$ cat config.mk
export PLATFORM = sky130hd
export DESIGN_NAME = irq_ring_matcher
export DESIGN_NICKNAME = d
export VERILOG_FILES = /design/src/rtl/irq_ring_matcher.sv
export SDC_FILE = /design/constraint.sdc
export NUM_CORES = 1
export LEC_CHECK = 0
export ABC_AREA = 1
export CAP_MARGIN = 0
export CELL_PAD_IN_SITES_DETAIL_PLACEMENT = 1
export CELL_PAD_IN_SITES_GLOBAL_PLACEMENT = 2
export CORE_ASPECT_RATIO = 0.7
export CORE_MARGIN = 2
export CORE_UTILIZATION = 19
export DETAILED_ROUTE_END_ITERATION = 10
export GPL_TIMING_DRIVEN = 0
export PLACE_DENSITY = 0.89
export SYNTH_ARGS = -nofsm -noshare
export SYNTH_HDL_FRONTEND = slang
export SYNTH_SLANG_ARGS = --single-unit
$ cat constraint.sdc
create_clock -name clk -period 3.93 [get_ports clk]
set_clock_uncertainty 0.2 [all_clocks]
set_input_delay 0.5895 -clock clk [delete_from_list [all_inputs] [get_ports clk]]
set_output_delay 0.5895 -clock clk [all_outputs]
set_load 0.02 [all_outputs]
$ cat src/rtl/irq_ring_matcher.sv
module irq_ring_matcher #(
  parameter int ID_W   = 32,
  parameter int PRIO_W = 8
) (
  input  logic              clk,
  input  logic              rst_n,
  input  logic              in_valid,
  input  logic              fmt_user,
  input  logic              grp_ignore,
  input  logic [ID_W-1:0]   tgt_id,
  input  logic [PRIO_W-1:0] prio,
  input  logic              phys_vld,
  input  logic              pool_vld,
  input  logic              os_vld,
  input  logic [ID_W-1:0]   phys_cam,
  input  logic [ID_W-1:0]   pool_cam,
  input  logic [ID_W-1:0]   os_cam,
  input  logic [7:0]        phys_grp,
  input  logic [7:0]        pool_grp,
  input  logic [7:0]        os_grp,
  input  logic [PRIO_W-1:0] phys_cppr,
  input  logic [PRIO_W-1:0] pool_cppr,
  input  logic [PRIO_W-1:0] os_cppr,
  output logic              out_valid,
  output logic [2:0]        ring,
  output logic              miss,
  output logic              precluded
);
  localparam logic [2:0] RING_NONE = 3'd0;
  localparam logic [2:0] RING_PHYS = 3'd1;
  localparam logic [2:0] RING_POOL = 3'd2;
  localparam logic [2:0] RING_OS   = 3'd3;
  localparam logic [2:0] RING_USER = 3'd4;
  localparam logic [ID_W-1:0] ONE  = ID_W'(1);

  logic              grp_mode, grp_block;
  logic [ID_W-1:0]   low_zero, cmp_mask;
  logic              hit_phys, hit_pool, hit_os, hit_user;
  logic [2:0]        ring_c;
  logic [PRIO_W-1:0] cppr_c;

  assign grp_mode  = !fmt_user && grp_ignore;
  assign grp_block = grp_mode && (&tgt_id);
  assign low_zero  = ~tgt_id & (tgt_id + ONE);
  assign cmp_mask  = grp_mode ? ~(low_zero | (low_zero - ONE)) : '1;

  assign hit_phys = !fmt_user && !grp_block && phys_vld &&
                    !(grp_mode && phys_grp == 8'd0) &&
                    (((tgt_id ^ phys_cam) & cmp_mask) == '0);
  assign hit_pool = !fmt_user && !grp_block && pool_vld &&
                    !(grp_mode && pool_grp == 8'd0) &&
                    (((tgt_id ^ pool_cam) & cmp_mask) == '0);
  assign hit_os   = !fmt_user && !grp_block && os_vld &&
                    !(grp_mode && os_grp == 8'd0) &&
                    (((tgt_id ^ os_cam) & cmp_mask) == '0);
  assign hit_user = fmt_user && os_vld && (tgt_id == os_cam);

  always_comb begin
    ring_c = RING_NONE;
    cppr_c = '0;
    if (hit_phys) begin
      ring_c = RING_PHYS;
      cppr_c = phys_cppr;
    end else if (hit_pool) begin
      ring_c = RING_POOL;
      cppr_c = pool_cppr;
    end else if (hit_os) begin
      ring_c = RING_OS;
      cppr_c = os_cppr;
    end else if (hit_user) begin
      ring_c = RING_USER;
      cppr_c = os_cppr;
    end
  end

  always_ff @(posedge clk) begin
    if (!rst_n) begin
      out_valid <= 1'b0;
      ring      <= RING_NONE;
      miss      <= 1'b0;
      precluded <= 1'b0;
    end else begin
      out_valid <= in_valid;
      if (in_valid) begin
        ring      <= ring_c;
        miss      <= (ring_c == RING_NONE);
        precluded <= (ring_c != RING_NONE) && !(prio < cppr_c);
      end
    end
  end
endmodule


Word-level counts from Yosys, hierarchy flattened
Index checks and enable logic that the tools add are counted.

storage, ports and cells
  flip-flop bits (word level) = 6
  input port bits = 192
  output and inout bits = 6
  word-level logic and storage cells = 60

cells by class
  add/sub/neg operators = 2
  $lt $le $gt $ge = 1
  eq/ne operators = 1
  mux-type cells = 9
  bitwise operators = 10
  reduce and logical (&&, ||, !) cells = 33

operators by type and width
  cell                                                                  count
  32-bit bitwise AND                                                    4
  32-bit zero test                                                      3
  32-bit XOR                                                            3
  32-bit NOT                                                            2
  32-bit by 1-bit adder with 32-bit output, second input constant       1
  32-bit equality test                                                  1
  32-bit two-way mux                                                    1
  8-bit two-way mux                                                     4
  32-bit bitwise OR                                                     1
  32-bit AND reduction                                                  1
  32-bit by 1-bit subtractor with 32-bit output, second input constant  1
  8-bit zero test                                                       3
  1-bit logical AND                                                     18
  3-bit two-way mux                                                     4
  8-bit < comparator                                                    1
  1-bit zero test                                                       6
  3-bit zero test                                                       1
  3-bit nonzero test                                                    1

Depth between registers and ports, before layout
Gate-level depths: netlist of the first run.

  depth in word-level cells = 15
  mapped depth = 28
  gate-level depth less buffers = 27

Worst setup path after synthesis of the first run
No wires, ideal clock.

  path kind = input port to flip-flop
  start point = input port tgt_id[3]
  end point = register precluded
  setup time = 0.114 ns
  data arrival time = 3.296 ns
  data required time = 3.616 ns
  slack = 0.320 ns
  cell stages on the path = 24
  buffers on the path = 1
  cells stage by stage = clkbuf_2 nand2_2 inv_2 nand2_4 nor2_4 nand2_2 nand2_2 nand3_1 nor3_2 nand4_1 nor3_2 nand3_1 or2_1 or4_4 nor2_1 nor2_1 a22oi_2 ha_1 a21oi_1 nor2_1 a211oi_1 nand2_1 nand2_1 a21oi_2

between the ends
  word-level cells in the longest chain between the ends = 15
  elaborated cells on any way between the ends = 43
  those cells by class = add/sub: 2; order compare: 1; eq/ne: 1; mux: 9; bitwise: 10; reduce/logical: 20

RTL lines
  element                                                                 line  source
  from (decl)                                                             10    input logic [ID_W-1:0] tgt_id,
  32-bit by 1-bit adder with 32-bit output or 32-bit NOT (tied branches)  44    assign low_zero = ~tgt_id & (tgt_id + ONE);
  32-bit bitwise AND                                                      44
  32-bit by 1-bit subtractor with 32-bit output                           45    assign cmp_mask = grp_mode ? ~(low_zero | (low_zero - ONE)) : '1;
  32-bit bitwise OR                                                       45
  32-bit NOT                                                              45
  32-bit two-way mux                                                      45
  32-bit bitwise AND                                                      55    (((tgt_id ^ os_cam) & cmp_mask) == '0);
  32-bit zero test                                                        55
  1-bit logical AND                                                       54    !(grp_mode && os_grp == 8'd0) &&
  8-bit two-way mux                                                       67    end else if (hit_os) begin
  8-bit two-way mux                                                       64    end else if (hit_pool) begin
  8-bit two-way mux                                                       61    if (hit_phys) begin
  8-bit < comparator                                                      87    precluded <= (ring_c != RING_NONE) && !(prio < cppr_c);
  1-bit zero test                                                         87
  1-bit logical AND *                                                     87
  to (signal assigned)                                                    87
  to (decl)                                                               27    output logic precluded

Mark *: on every way between the ends. The rest lies on a longest branch, timed or not.
A chain may end at the register's enable or synchronous reset.

Worst setup path in the final report of the first run
  start point = input port fmt_user
  end point = register precluded

between the ends
  word-level cells in the longest chain between the ends = 14
  elaborated cells on any way between the ends = 41
  those cells by class = order compare: 1; mux: 9; bitwise: 3; reduce/logical: 28

RTL lines
  element                                                                      line  source
  from (decl)                                                                  8     input logic fmt_user,
  parallel branches: the longest is 13 deep, another holds 8-bit < comparator  n/a
  1-bit logical AND *                                                          87

Every way passes the cells marked *.

==> impl_table.tex, run 1 <==
\begin{tabular}{lr}
\hline
Metric & Value \\
\hline
\multicolumn{2}{l}{\textbf{Outcome}} \\
\quad Run status & complete, no violations \\
\multicolumn{2}{l}{\textbf{Worst setup path}} \\
\quad Kind of end point of the critical path & flop \\
\quad Startpoint-to-endpoint class of the critical path & primary input to flop \\
\quad Top cell by count, worst path & sky130\_fd\_sc\_hd\_\_nand2\_1 \\
\quad Type of origin of the critical path & primary input \\
\quad Critical Path Slowest Stage Cell & sky130\_fd\_sc\_hd\_\_or4\_4 \\
\quad Critical Path AT & 3.81 ns \\
\quad Number of buffers and inverters on the critical path & 5 \\
\quad Worst Path Required & 3.85 ns \\
\quad Launching point of the worst reg2reg path & ring[0]\$\_SDFFE\_PN0P\_ \\
\quad Capturing point of the worst reg2reg path & ring[0]\$\_SDFFE\_PN0P\_ \\
\quad Startpoint of the worst setup timing path & fmt\_user \\
\quad Critical Path Max Stage Delay & 0.48 ns \\
\quad Dominant delay contributor by cell family on the critical path & simple AND/OR/NAND/NOR gates \\
\quad CP max FO & 10 \\
\quad Setup slack of the worst register-to-register path & 3.06 ns \\
\quad Worst-case reg-to-reg path depth & 2 \\
\multicolumn{2}{l}{\textbf{Clocking}} \\
\quad Clock transition at path regs & 0.03 ns \\
\quad Cts-stage hold buffer count & 0 \\
\quad TritonCTS clock tree & yes \\
\quad CTS Root Cell & sky130\_fd\_sc\_hd\_\_clkbuf\_16 \\
\quad CTS sink cnt & 6 \\
\quad Clock latency of the later-clocked register in the worst-skew pair & 0.23 ns \\
\quad Number of CTS-inserted buffers & 3 \\
\quad Largest buffer count on any clock path & 2 \\
\quad \# H-tree levels & 1 \\
\multicolumn{2}{l}{\textbf{Cells and area}} \\
\quad Non-filler instance count after layout & 1,166 \\
\quad Fill cell total of the finished layout & 2,465 \\
\quad Final Net Count & 1,103 \\
\quad Leading cell type in the layout, fill and taps excluded & sky130\_fd\_sc\_hd\_\_nand2\_1 \\
\quad Layout cells sized above 1 & 20.2\% \\
\quad Commonest non-fill, non-tap cells in the layout & 174 x sky130\_fd\_sc\_hd\_\_nand2\_1, 146 x sky130\_fd\_sc\_hd\_\_clkdlybuf4s50\_1, 87 x sky130\_fd\_sc\_hd\_\_inv\_1 \\
\quad Area growth syn-to-layout & 77.4\% \\
\quad Final std cell area, no fill & 6670 um2 \\
\quad Antenna Cells & 0 \\
\multicolumn{2}{l}{\textbf{Synth}} \\
\quad Synth unique cells & 45 \\
\quad Synthesized netlist cell count & 698 \\
\quad Area share of the leading cell type in the synthesized netlist & 20.1\% \\
\quad Sequential area share after synthesis & 3.20\% \\
\quad Top cells by area, synth & sky130\_fd\_sc\_hd\_\_nand2\_1 20\%, sky130\_fd\_sc\_hd\_\_xor2\_1 15\%, sky130\_fd\_sc\_hd\_\_inv\_1 9.1\% \\
\quad Top cell type by total area after synthesis & sky130\_fd\_sc\_hd\_\_nand2\_1 \\
\quad Net count of the mapped netlist & 897 \\
\quad Synthesized area per cell & 5.38 um2 \\
\quad Number of storage elements in the synthesis netlist & 6 \\
\quad Cell area after synthesis & 3760 um2 \\
\quad Synthesis warning total & 0 \\
\multicolumn{2}{l}{\textbf{Placed design}} \\
\quad Port Buffers & 169 \\
\quad RD Place Congestion & 0.892 \\
\quad Detailed-placement wirelength estimate & 17,300 um \\
\quad Post-Place Cells & 1,131 \\
\quad Placed Instance Area & 5780 um2 \\
\multicolumn{2}{l}{\textbf{STA}} \\
\quad Hold violation total from the final report & 0 \\
\quad Minimum hold slack & 0.265 ns \\
\quad Min Clock Period, post-route & 3.89 ns \\
\quad Setup repair after global routing missed its margin & yes \\
\quad Actual slew at the worst max-slew pin & 0.525 ns \\
\quad Summed negative setup slack over all endpoints & 0 ns \\
\quad Remaining max-slew budget at the tightest pin & 64.9\% \\
\quad Final number of max-transition violations & 0 \\
\quad Fmax achieved & 0.257 GHz \\
\quad Setup-violating endpoint count in the final report & 0 \\
\quad Post-route fraction of the period consumed by the critical path & 99.0\% \\
\multicolumn{2}{l}{\textbf{Worst hold path}} \\
\quad Hold path depth & 2 \\
\quad Capture endpoint of the worst hold path & ring[1]\$\_SDFFE\_PN0P\_ \\
\quad Hold path start & ring[1]\$\_SDFFE\_PN0P\_ \\
\quad Worst hold path class & flop to flop \\
\multicolumn{2}{l}{\textbf{Pwr}} \\
\quad Pleak & 3.11 nW \\
\quad Worst supply voltage drop on vdd & 0.000102 V \\
\quad Power density over cell area & 126 nW/um2 \\
\multicolumn{2}{l}{\textbf{Route}} \\
\quad Wire length after detailed routing & 20,600 um \\
\quad Drt first-iter violations & 304 \\
\quad Routed wirelength normalized by instance count & 17.7 um \\
\quad Remaining design rule violation count & 0 \\
\quad Number of nets with antenna violations after routing & 0 \\
\quad Average vias per placed instance & 4.53 \\
\quad First drt pass iteration count & 4 \\
\quad DR vias & 5,277 \\
\multicolumn{2}{l}{\textbf{Floorplanning}} \\
\quad FP Rows & 42 \\
\quad Die width & 172 um \\
\quad Placeable Area & 19,100 um2 \\
\quad I/O pin cnt & 198 \\
\quad Initial standard-cell utilization of the core & 19.6\% \\
\quad Die span in y & 122 um \\
\quad Die ar. & 20,900 um2 \\
\multicolumn{2}{l}{\textbf{Global route}} \\
\quad Pin count of the biggest net entering global routing & 11 \\
\quad Number of antenna violations at the first check in global routing & 0 \\
\quad Total overflow reported by the global router & 0 \\
\quad Number of global-route vias before repair & 5,418 \\
\quad First-pass GRT wire length & 30,000 um \\
\quad Total track usage & 18.8\% \\
\multicolumn{2}{l}{\textbf{Flow run}} \\
\quad Number of max-cap violations & 0 \\
\hline
\end{tabular}
-- worst max path at each step --
stage | to | slack, ns | cells after the start
final | precluded$_SDFFE_PN0P_ | 0.04 | 25
after global routing | precluded$_SDFFE_PN0P_ | -0.15 | 25
after CTS | precluded$_SDFFE_PN0P_ | -0.17 | 24
after detailed placement | precluded$_SDFFE_PN0P_ | -1.02 | 23
after global placement | precluded$_SDFFE_PN0P_ | -0.95 | 23
after floorplan | precluded$_SDFFE_PN0P_ | 0.32 | 24
-- per-stage QoR --
step / power (mW) / worst slack [ns] / util (%)
after floorplan: 0.326 / 0.320 / -
after global placement: 0.595 / -0.946 / 30.2
after detailed placement: 0.601 / -1.02 / 30.2
after CTS: 0.798 / -0.170 / 32.3
after global routing: 0.903 / -0.154 / 34.9
final: 0.842 / 0.0374 / 34.9
-- routing by layer --
metal	wire, um	up-vias	GRT usage, %
met5	0	-	0
met2	9130	179	30.4
met4	199	0	1.89
li1	-	2614	-
met1	9780	2468	27.4
met3	1510	16	2.63
-- worst reg2reg max path, stage by stage (launching register included) --
cell and delay, ns:
sky130_fd_sc_hd__dfxtp_1 0.30, sky130_fd_sc_hd__o21ai_0 0.20, sky130_fd_sc_hd__a21oi_1 0.06
-- final cells by class --
cell class | instances | area [um2] | share of cell area (%)
multi-input cells | 561 | 3500 | 52.6
repair buffers | 201 | 2030 | 30.5
inverters | 99 | 387 | 5.80
well taps | 264 | 330 | 4.95
plain buffers | 32 | 218 | 3.27
flip-flops and latches | 6 | 120 | 1.80
clock buffers | 3 | 75.1 | 1.13
-- where the power goes --
group	switching (mW)	internal [mW]	total, mW
Clock	0.0343	0.131	0.165
Sequential	0.000969	0.0636	0.0646
Combinational	0.313	0.300	0.613
-- cells in the mapped netlist, drive strengths merged --
master    n
dfxtp     6
nand4    31
nand2   212
nand3b    4
ha        7
o21a      1
o31ai     1
o211ai    2
clkinv    3
buf      17
clkbuf   15
a22o      5
nor3     15
xnor2    22
nor2     85
o21ai    12
a22oi     2
and3      3
inv      96
or2       4
or4       1
nand3    58
a21boi    1
a21oi    14
or3b      1
a211oi    1
and2      1
nor4     14
xor2     64
-- flip-flops by register name, indices dropped and copies added, names as in the netlist --
signal and count:
precluded 1, ring 3, miss 1, out_valid 1
-- timing repair --
item / CTS / global route
pin swaps: 28 / 61
endpoints found under the setup margin: 1 / 1
gates resized for setup: 93 / 109
buffers inserted: 16 / 17
gates cloned: 1 / 0
-- logic make-up after synthesis --
family          after synthesis  share of synthesized area [%]
xor+xnor                     86                           20.0
fa+ha+maj                     7                           2.33
simple gates                429                           53.6
compound gates               39                           6.69
flops                         6                           3.20
buf+inv                     131                           14.1
Power figures use the tool's default switching activity.
==> run 2, diff against run 1 <==
--- a/config.mk
+++ b/config.mk
@@ -12,7 +12,9 @@
 export CORE_ASPECT_RATIO = 0.7
 export CORE_MARGIN = 2
 export CORE_UTILIZATION = 19
+export CTS_BUF_LIST = sky130_fd_sc_hd__clkbuf_2
 export DETAILED_ROUTE_END_ITERATION = 10
+export GPL_ROUTABILITY_DRIVEN = 0
 export GPL_TIMING_DRIVEN = 0
 export PLACE_DENSITY = 0.89
 export SYNTH_ARGS = -nofsm -noshare
==> impl_table.tex, run 2 (synthesis results as in run 1) <==
\begin{tabular}{lr}
\hline
Metric & Value \\
\hline
\multicolumn{2}{l}{\textbf{Outcome}} \\
\quad Run status & complete, no violations \\
\multicolumn{2}{l}{\textbf{Route}} \\
\quad DR vias & 5,273 \\
\quad Routed wirelength normalized by instance count & 17.6 um \\
\quad Remaining design rule violation count & 0 \\
\quad Number of nets with antenna violations after routing & 0 \\
\quad Wire length after detailed routing & 20,600 um \\
\quad Drt first-iter violations & 268 \\
\quad First drt pass iteration count & 5 \\
\quad Average vias per placed instance & 4.52 \\
\multicolumn{2}{l}{\textbf{Global route}} \\
\quad First-pass GRT wire length & 30,000 um \\
\quad Pin count of the biggest net entering global routing & 11 \\
\quad Number of global-route vias before repair & 5,419 \\
\quad Total overflow reported by the global router & 0 \\
\quad Number of antenna violations at the first check in global routing & 0 \\
\quad Total track usage & 18.8\% \\
\multicolumn{2}{l}{\textbf{Worst setup path}} \\
\quad Setup slack of the worst register-to-register path & 3.06 ns \\
\quad CP Depth & 25 \\
\quad Critical Path Slowest Stage Cell & sky130\_fd\_sc\_hd\_\_or4\_4 \\
\quad Kind of end point of the critical path & flop \\
\quad Worst Path Required & 3.85 ns \\
\quad Type of origin of the critical path & primary input \\
\quad Number of buffers and inverters on the critical path & 5 \\
\quad Startpoint-to-endpoint class of the critical path & primary input to flop \\
\quad Dominant delay contributor by cell family on the critical path & simple AND/OR/NAND/NOR gates \\
\quad Launching point of the worst reg2reg path & ring[0]\$\_SDFFE\_PN0P\_ \\
\quad Critical Path AT & 3.82 ns \\
\quad Startpoint of the worst setup timing path & fmt\_user \\
\quad Worst-case reg-to-reg path depth & 2 \\
\quad CP max FO & 10 \\
\quad Capturing point of the worst reg2reg path & ring[0]\$\_SDFFE\_PN0P\_ \\
\quad Critical Path Max Stage Delay & 0.48 ns \\
\quad Top cell by count, worst path & sky130\_fd\_sc\_hd\_\_nand2\_1 \\
\multicolumn{2}{l}{\textbf{Floorplanning}} \\
\quad Die ar. & 20,900 um2 \\
\quad Die span in y & 122 um \\
\quad I/O pin cnt & 198 \\
\quad Initial standard-cell utilization of the core & 19.6\% \\
\quad Placeable Area & 19,100 um2 \\
\quad FP Rows & 42 \\
\quad Die width & 172 um \\
\multicolumn{2}{l}{\textbf{Flow run}} \\
\quad Number of max-cap violations & 0 \\
\multicolumn{2}{l}{\textbf{STA}} \\
\quad Setup repair after global routing missed its margin & yes \\
\quad Min Clock Period, post-route & 3.90 ns \\
\quad Hold violation total from the final report & 0 \\
\quad Summed negative setup slack over all endpoints & 0 ns \\
\quad Setup-violating endpoint count in the final report & 0 \\
\quad Final number of max-transition violations & 0 \\
\quad Fmax achieved & 0.256 GHz \\
\quad Remaining max-slew budget at the tightest pin & 64.8\% \\
\quad Minimum hold slack & 0.272 ns \\
\quad Post-route fraction of the period consumed by the critical path & 99.2\% \\
\quad Actual slew at the worst max-slew pin & 0.527 ns \\
\multicolumn{2}{l}{\textbf{Cells and area}} \\
\quad Area growth syn-to-layout & 75.8\% \\
\quad Antenna Cells & 0 \\
\quad Commonest non-fill, non-tap cells in the layout & 174 x sky130\_fd\_sc\_hd\_\_nand2\_1, 146 x sky130\_fd\_sc\_hd\_\_clkdlybuf4s50\_1, 87 x sky130\_fd\_sc\_hd\_\_inv\_1 \\
\quad Flip-flop count of the largest register after layout & 3 \\
\quad Layout cells sized above 1 & 20.2\% \\
\quad Register containing the most flip-flops in the final layout & ring \\
\quad Final Net Count & 1,103 \\
\quad Leading cell type in the layout, fill and taps excluded & sky130\_fd\_sc\_hd\_\_nand2\_1 \\
\multicolumn{2}{l}{\textbf{Placed design}} \\
\quad Detailed-placement wirelength estimate & 17,300 um \\
\quad Port Buffers & 169 \\
\multicolumn{2}{l}{\textbf{Clocking}} \\
\quad Largest buffer count on any clock path & 2 \\
\quad Clock latency of the later-clocked register in the worst-skew pair & 0.22 ns \\
\quad Number of CTS-inserted buffers & 3 \\
\quad CTS Root Cell & sky130\_fd\_sc\_hd\_\_clkbuf\_2 \\
\quad CTS sink cnt & 6 \\
\quad \# H-tree levels & 1 \\
\quad Clock transition at path regs & 0.06 ns \\
\quad TritonCTS clock tree & yes \\
\multicolumn{2}{l}{\textbf{Pwr}} \\
\quad Combinational share of power & 85.0\% \\
\quad Share of total power in sequential cells & 8.9\% \\
\quad Switching power of the nets & 0.337 mW \\
\quad Share of total power consumed by net switching & 46.8\% \\
\quad Power density over cell area & 109 nW/um2 \\
\quad Cell-internal power & 0.384 mW \\
\quad Worst supply voltage drop on vdd & 0.0000475 V \\
\quad Clock share of power & 6.1\% \\
\quad Pleak & 3.09 nW \\
\multicolumn{2}{l}{\textbf{Worst hold path}} \\
\quad Hold path depth & 2 \\
\quad Capture endpoint of the worst hold path & ring[1]\$\_SDFFE\_PN0P\_ \\
\quad Hold path start & ring[1]\$\_SDFFE\_PN0P\_ \\
\quad Worst hold path class & flop to flop \\
\hline
\end{tabular}
==> run 2: cell counts in the layout (fill, tap and decap cells not counted) <==
Identical to the previous run, type by type.
==> run 2: worst register-to-register path: stages (launching register included) <==
cell and delay [ns]:
sky130_fd_sc_hd__dfxtp_1 0.31, sky130_fd_sc_hd__o21ai_0 0.19, sky130_fd_sc_hd__a21oi_1 0.06
==> run 2: power by group through the flow <==
stage                     combinational, mW  sequential, mW  clock [mW]
final                                 0.613          0.0641      0.0438
after global routing                  0.665          0.0643      0.0494
after CTS                             0.567          0.0641      0.0455
after detailed placement              0.536          0.0655           0
after global placement                0.530          0.0653           0
after floorplan                       0.257          0.0681           0
==> run 2: layout make-up <==
cell class / count / area [um2]
Sequential cell: 6 / 120
Fill cell: 2470 / 12500
Timing Repair Buffer: 201 / 2030
Buffer: 32 / 218
Tap cell: 264 / 330
Multi-Input combinational cell: 561 / 3500
Clock buffer: 3 / 15.0
Inverter: 99 / 387
==> run 2: how the worst max path moves through the flow <==
stage,to
4_1_cts,precluded$_SDFFE_PN0P_
3_3_place_gp,precluded$_SDFFE_PN0P_
5_1_grt,precluded$_SDFFE_PN0P_
3_5_place_dp,precluded$_SDFFE_PN0P_
6_report,precluded$_SDFFE_PN0P_
2_1_floorplan,precluded$_SDFFE_PN0P_
==> run 2: timing repair <==
item                       in CTS  in global routing
gates cloned                    1                  0
setup endpoints to repair       1                  1
hold buffers                    0                  0
gates resized for setup        93                109
setup buffers                  16                 17
pin swaps                      28                 61
==> run 2: metrics by stage <==
step | total power, mW | cells | utilization (%) | instance area (um2) | setup slack, ns
after global routing | 0.779 | 1166 | 34.5 | 6610 | -0.140
after floorplan | 0.326 | 698 | - | 3760 | 0.320
after CTS | 0.677 | 1151 | 32.0 | 6120 | -0.156
after detailed placement | 0.601 | 1131 | 30.2 | 5780 | -1.02
final | 0.721 | 1166 | 34.5 | 6610 | 0.0304
after global placement | 0.595 | 1131 | 30.2 | 5780 | -0.946
==> run 2: layer usage <==
layer,vias up,track usage (%),routed length (um)
met5,-,0,0
met4,0,1.42,185
met3,15,2.63,1540
met2,181,30.5,9090
met1,2464,27.3,9750
li1,2613,-,-
==> run 3, diff against run 2 <==
--- a/config.mk
+++ b/config.mk
@@ -10,7 +10,6 @@
 export CELL_PAD_IN_SITES_DETAIL_PLACEMENT = 1
 export CELL_PAD_IN_SITES_GLOBAL_PLACEMENT = 2
 export CORE_ASPECT_RATIO = 0.7
-export CORE_MARGIN = 2
 export CORE_UTILIZATION = 19
 export CTS_BUF_LIST = sky130_fd_sc_hd__clkbuf_2
 export DETAILED_ROUTE_END_ITERATION = 10
==> impl_table.tex, run 3 (synthesis results as in run 1) <==
\begin{tabular}{lr}
\hline
Metric & Value \\
\hline
\multicolumn{2}{l}{\textbf{Worst setup path}} \\
\quad Number of buffers and inverters on the critical path & 2 \\
\quad Setup slack of the worst register-to-register path & 3.03 ns \\
\quad Critical Path Max Stage Delay & 0.47 ns \\
\quad Critical Path AT & 3.83 ns \\
\quad Capturing point of the worst reg2reg path & ring[0]\$\_SDFFE\_PN0P\_ \\
\quad Ordered list of cells on the worst path & buf\_8 -> inv\_1 -> nor2\_2 -> nand2\_2 -> nand2\_1 -> nand2\_2 -> nor3\_2 -> nand4\_1 -> nor3\_2 -> nand3\_1 -> or2\_1 -> or4\_4 -> nor2\_2 -> nor2\_1 -> a22oi\_2 -> ha\_1 -> a21oi\_2 -> nor2\_2 -> a211oi\_2 -> nand2\_1 -> nand2\_1 -> a21oi\_2 \\
\quad Critical Path Slowest Stage Cell & sky130\_fd\_sc\_hd\_\_or4\_4 \\
\quad Startpoint-to-endpoint class of the critical path & primary input to flop \\
\quad Type of origin of the critical path & primary input \\
\quad Dominant delay contributor by cell family on the critical path & simple AND/OR/NAND/NOR gates \\
\quad Launching point of the worst reg2reg path & ring[0]\$\_SDFFE\_PN0P\_ \\
\quad Worst Path Required & 3.86 ns \\
\quad CP max FO & 6 \\
\quad Worst-case reg-to-reg path depth & 2 \\
\quad Kind of end point of the critical path & flop \\
\multicolumn{2}{l}{\textbf{Cells and area}} \\
\quad Flip-flop count of the largest register after layout & 3 \\
\quad Area of the multi-input gates & 3440 um2 \\
\quad Final core utilization & 34.6\% \\
\quad Final std cell area, no fill & 6620 um2 \\
\quad Non-filler instance count after layout & 1,176 \\
\quad Final Net Count & 1,113 \\
\quad Layout cells sized above 1 & 20.1\% \\
\quad Fill cell total of the finished layout & 2,495 \\
\quad FF/Latch Area & 120 um2 \\
\quad Area growth syn-to-layout & 76.2\% \\
\quad Register containing the most flip-flops in the final layout & ring \\
\quad Commonest non-fill, non-tap cells in the layout & 178 x sky130\_fd\_sc\_hd\_\_nand2\_1, 145 x sky130\_fd\_sc\_hd\_\_clkdlybuf4s50\_1, 84 x sky130\_fd\_sc\_hd\_\_inv\_1 \\
\quad Leading cell type in the layout, fill and taps excluded & sky130\_fd\_sc\_hd\_\_nand2\_1 \\
\quad Antenna Cells & 0 \\
\multicolumn{2}{l}{\textbf{Floorplanning}} \\
\quad FP Rows & 42 \\
\quad Placeable Area & 19,100 um2 \\
\quad I/O pin cnt & 198 \\
\quad Die span in y & 120 um \\
\quad Die ar. & 20,400 um2 \\
\quad Initial standard-cell utilization of the core & 19.6\% \\
\quad Die width & 170 um \\
\multicolumn{2}{l}{\textbf{STA}} \\
\quad Setup-violating endpoint count in the final report & 0 \\
\quad Hold violation total from the final report & 0 \\
\quad Actual slew at the worst max-slew pin & 0.557 ns \\
\quad Final setup margin & 0.0217 ns \\
\quad Final number of max-transition violations & 0 \\
\quad Min Clock Period, post-route & 3.91 ns \\
\quad Summed negative setup slack over all endpoints & 0 ns \\
\quad Setup repair after global routing missed its margin & yes \\
\quad Minimum hold slack & 0.269 ns \\
\quad Remaining max-slew budget at the tightest pin & 62.8\% \\
\quad Post-route fraction of the period consumed by the critical path & 99.4\% \\
\quad Fmax achieved & 0.256 GHz \\
\multicolumn{2}{l}{\textbf{Placed design}} \\
\quad Post-Place Cells & 1,131 \\
\quad Detailed-placement wirelength estimate & 17,200 um \\
\quad Placed Instance Area & 5780 um2 \\
\quad Port Buffers & 169 \\
\quad Post-Place Worst Slack & -1.11 ns \\
\multicolumn{2}{l}{\textbf{Route}} \\
\quad Remaining design rule violation count & 0 \\
\quad Number of nets with antenna violations after routing & 0 \\
\quad Average vias per placed instance & 4.52 \\
\quad First drt pass iteration count & 5 \\
\quad Wire length after detailed routing & 20,300 um \\
\quad Routed wirelength normalized by instance count & 17.3 um \\
\quad DR vias & 5,314 \\
\quad Drt first-iter violations & 290 \\
\multicolumn{2}{l}{\textbf{Worst hold path}} \\
\quad Worst hold path class & flop to flop \\
\quad Hold path start & ring[1]\$\_SDFFE\_PN0P\_ \\
\quad Capture endpoint of the worst hold path & ring[1]\$\_SDFFE\_PN0P\_ \\
\quad Hold path depth & 2 \\
\multicolumn{2}{l}{\textbf{Global route}} \\
\quad Total track usage & 19.2\% \\
\quad Pin count of the biggest net entering global routing & 11 \\
\quad First-pass GRT wire length & 30,000 um \\
\quad Number of antenna violations at the first check in global routing & 0 \\
\quad Number of global-route vias before repair & 5,362 \\
\quad Total overflow reported by the global router & 0 \\
\multicolumn{2}{l}{\textbf{Clocking}} \\
\quad CTS Root Cell & sky130\_fd\_sc\_hd\_\_clkbuf\_2 \\
\quad TritonCTS clock tree & yes \\
\quad Cts-stage hold buffer count & 0 \\
\quad Clock transition at path regs & 0.06 ns \\
\quad Number of CTS-inserted buffers & 3 \\
\quad Largest buffer count on any clock path & 2 \\
\quad CTS sink cnt & 6 \\
\quad Clock latency of the later-clocked register in the worst-skew pair & 0.23 ns \\
\quad \# H-tree levels & 1 \\
\multicolumn{2}{l}{\textbf{Pwr}} \\
\quad Share of total power in sequential cells & 8.9\% \\
\quad Share of total power consumed by net switching & 46.5\% \\
\quad Worst supply voltage drop on vdd & 0.0000565 V \\
\quad Combinational share of power & 84.8\% \\
\quad Pleak & 3.11 nW \\
\quad Total power consumption of the routed design & 0.716 mW \\
\quad Power density over cell area & 108 nW/um2 \\
\quad Clock share of power & 6.3\% \\
\quad Switching power of the nets & 0.333 mW \\
\quad Cell-internal power & 0.383 mW \\
\multicolumn{2}{l}{\textbf{Flow run}} \\
\quad Number of max-cap violations & 0 \\
\multicolumn{2}{l}{\textbf{Outcome}} \\
\quad Run status & complete, no violations \\
\hline
\end{tabular}
[run 3: area by class of cell]
| type | count | area share (%) |
|---|---|---|
| inverter | 99 | 5.90 |
| tap | 264 | 4.99 |
| sequential | 6 | 1.81 |
| buffer | 32 | 3.27 |
| timing repair buffer | 211 | 31.9 |
| multi-input combinational | 561 | 51.9 |
| clock buffer | 3 | 0.227 |
[run 3: how the worst max path moves through the flow]
stage	start	endpoint	slack [ns]	cells after the start
finish	tgt_id[2]	precluded$_SDFFE_PN0P_	0.02	22
global route	tgt_id[3]	precluded$_SDFFE_PN0P_	-0.19	28
CTS	grp_ignore	precluded$_SDFFE_PN0P_	-0.15	24
detailed placement	tgt_id[2]	precluded$_SDFFE_PN0P_	-1.11	23
global placement	tgt_id[2]	precluded$_SDFFE_PN0P_	-0.96	23
floorplan	tgt_id[3]	precluded$_SDFFE_PN0P_	0.32	24
[run 3: layer usage]
layer / track usage [%] / vias to the layer above / wire, um
met1: 28.3 / 2472 / 9700
met5: 0 / - / 0
met4: 1.35 / 0 / 99
met2: 30.8 / 198 / 9110
li1: - / 2636 / -
met3: 2.24 / 8 / 1430
[run 3: worst min-delay path: stages (launching register included)]
cell,delay (ns)
sky130_fd_sc_hd__dfxtp_1,0.31
sky130_fd_sc_hd__nand2_1,0.06
sky130_fd_sc_hd__a21oi_1,0.06
[run 3: power groups by stage]
stage               Combinational, mW  Clock, mW  Sequential, mW
floorplan                       0.257          0          0.0681
global placement                0.530          0          0.0653
detailed placement              0.535          0          0.0654
CTS                             0.567     0.0480          0.0640
global route                    0.657     0.0498          0.0642
finish                          0.607     0.0448          0.0640
[run 3: timing repair]
action | CTS | global route
gates resized for setup | 82 | 97
hold endpoints to repair | 0 | 0
buffers inserted | 18 | 24
pin swaps | 25 | 56
endpoints found under the setup margin | 1 | 1
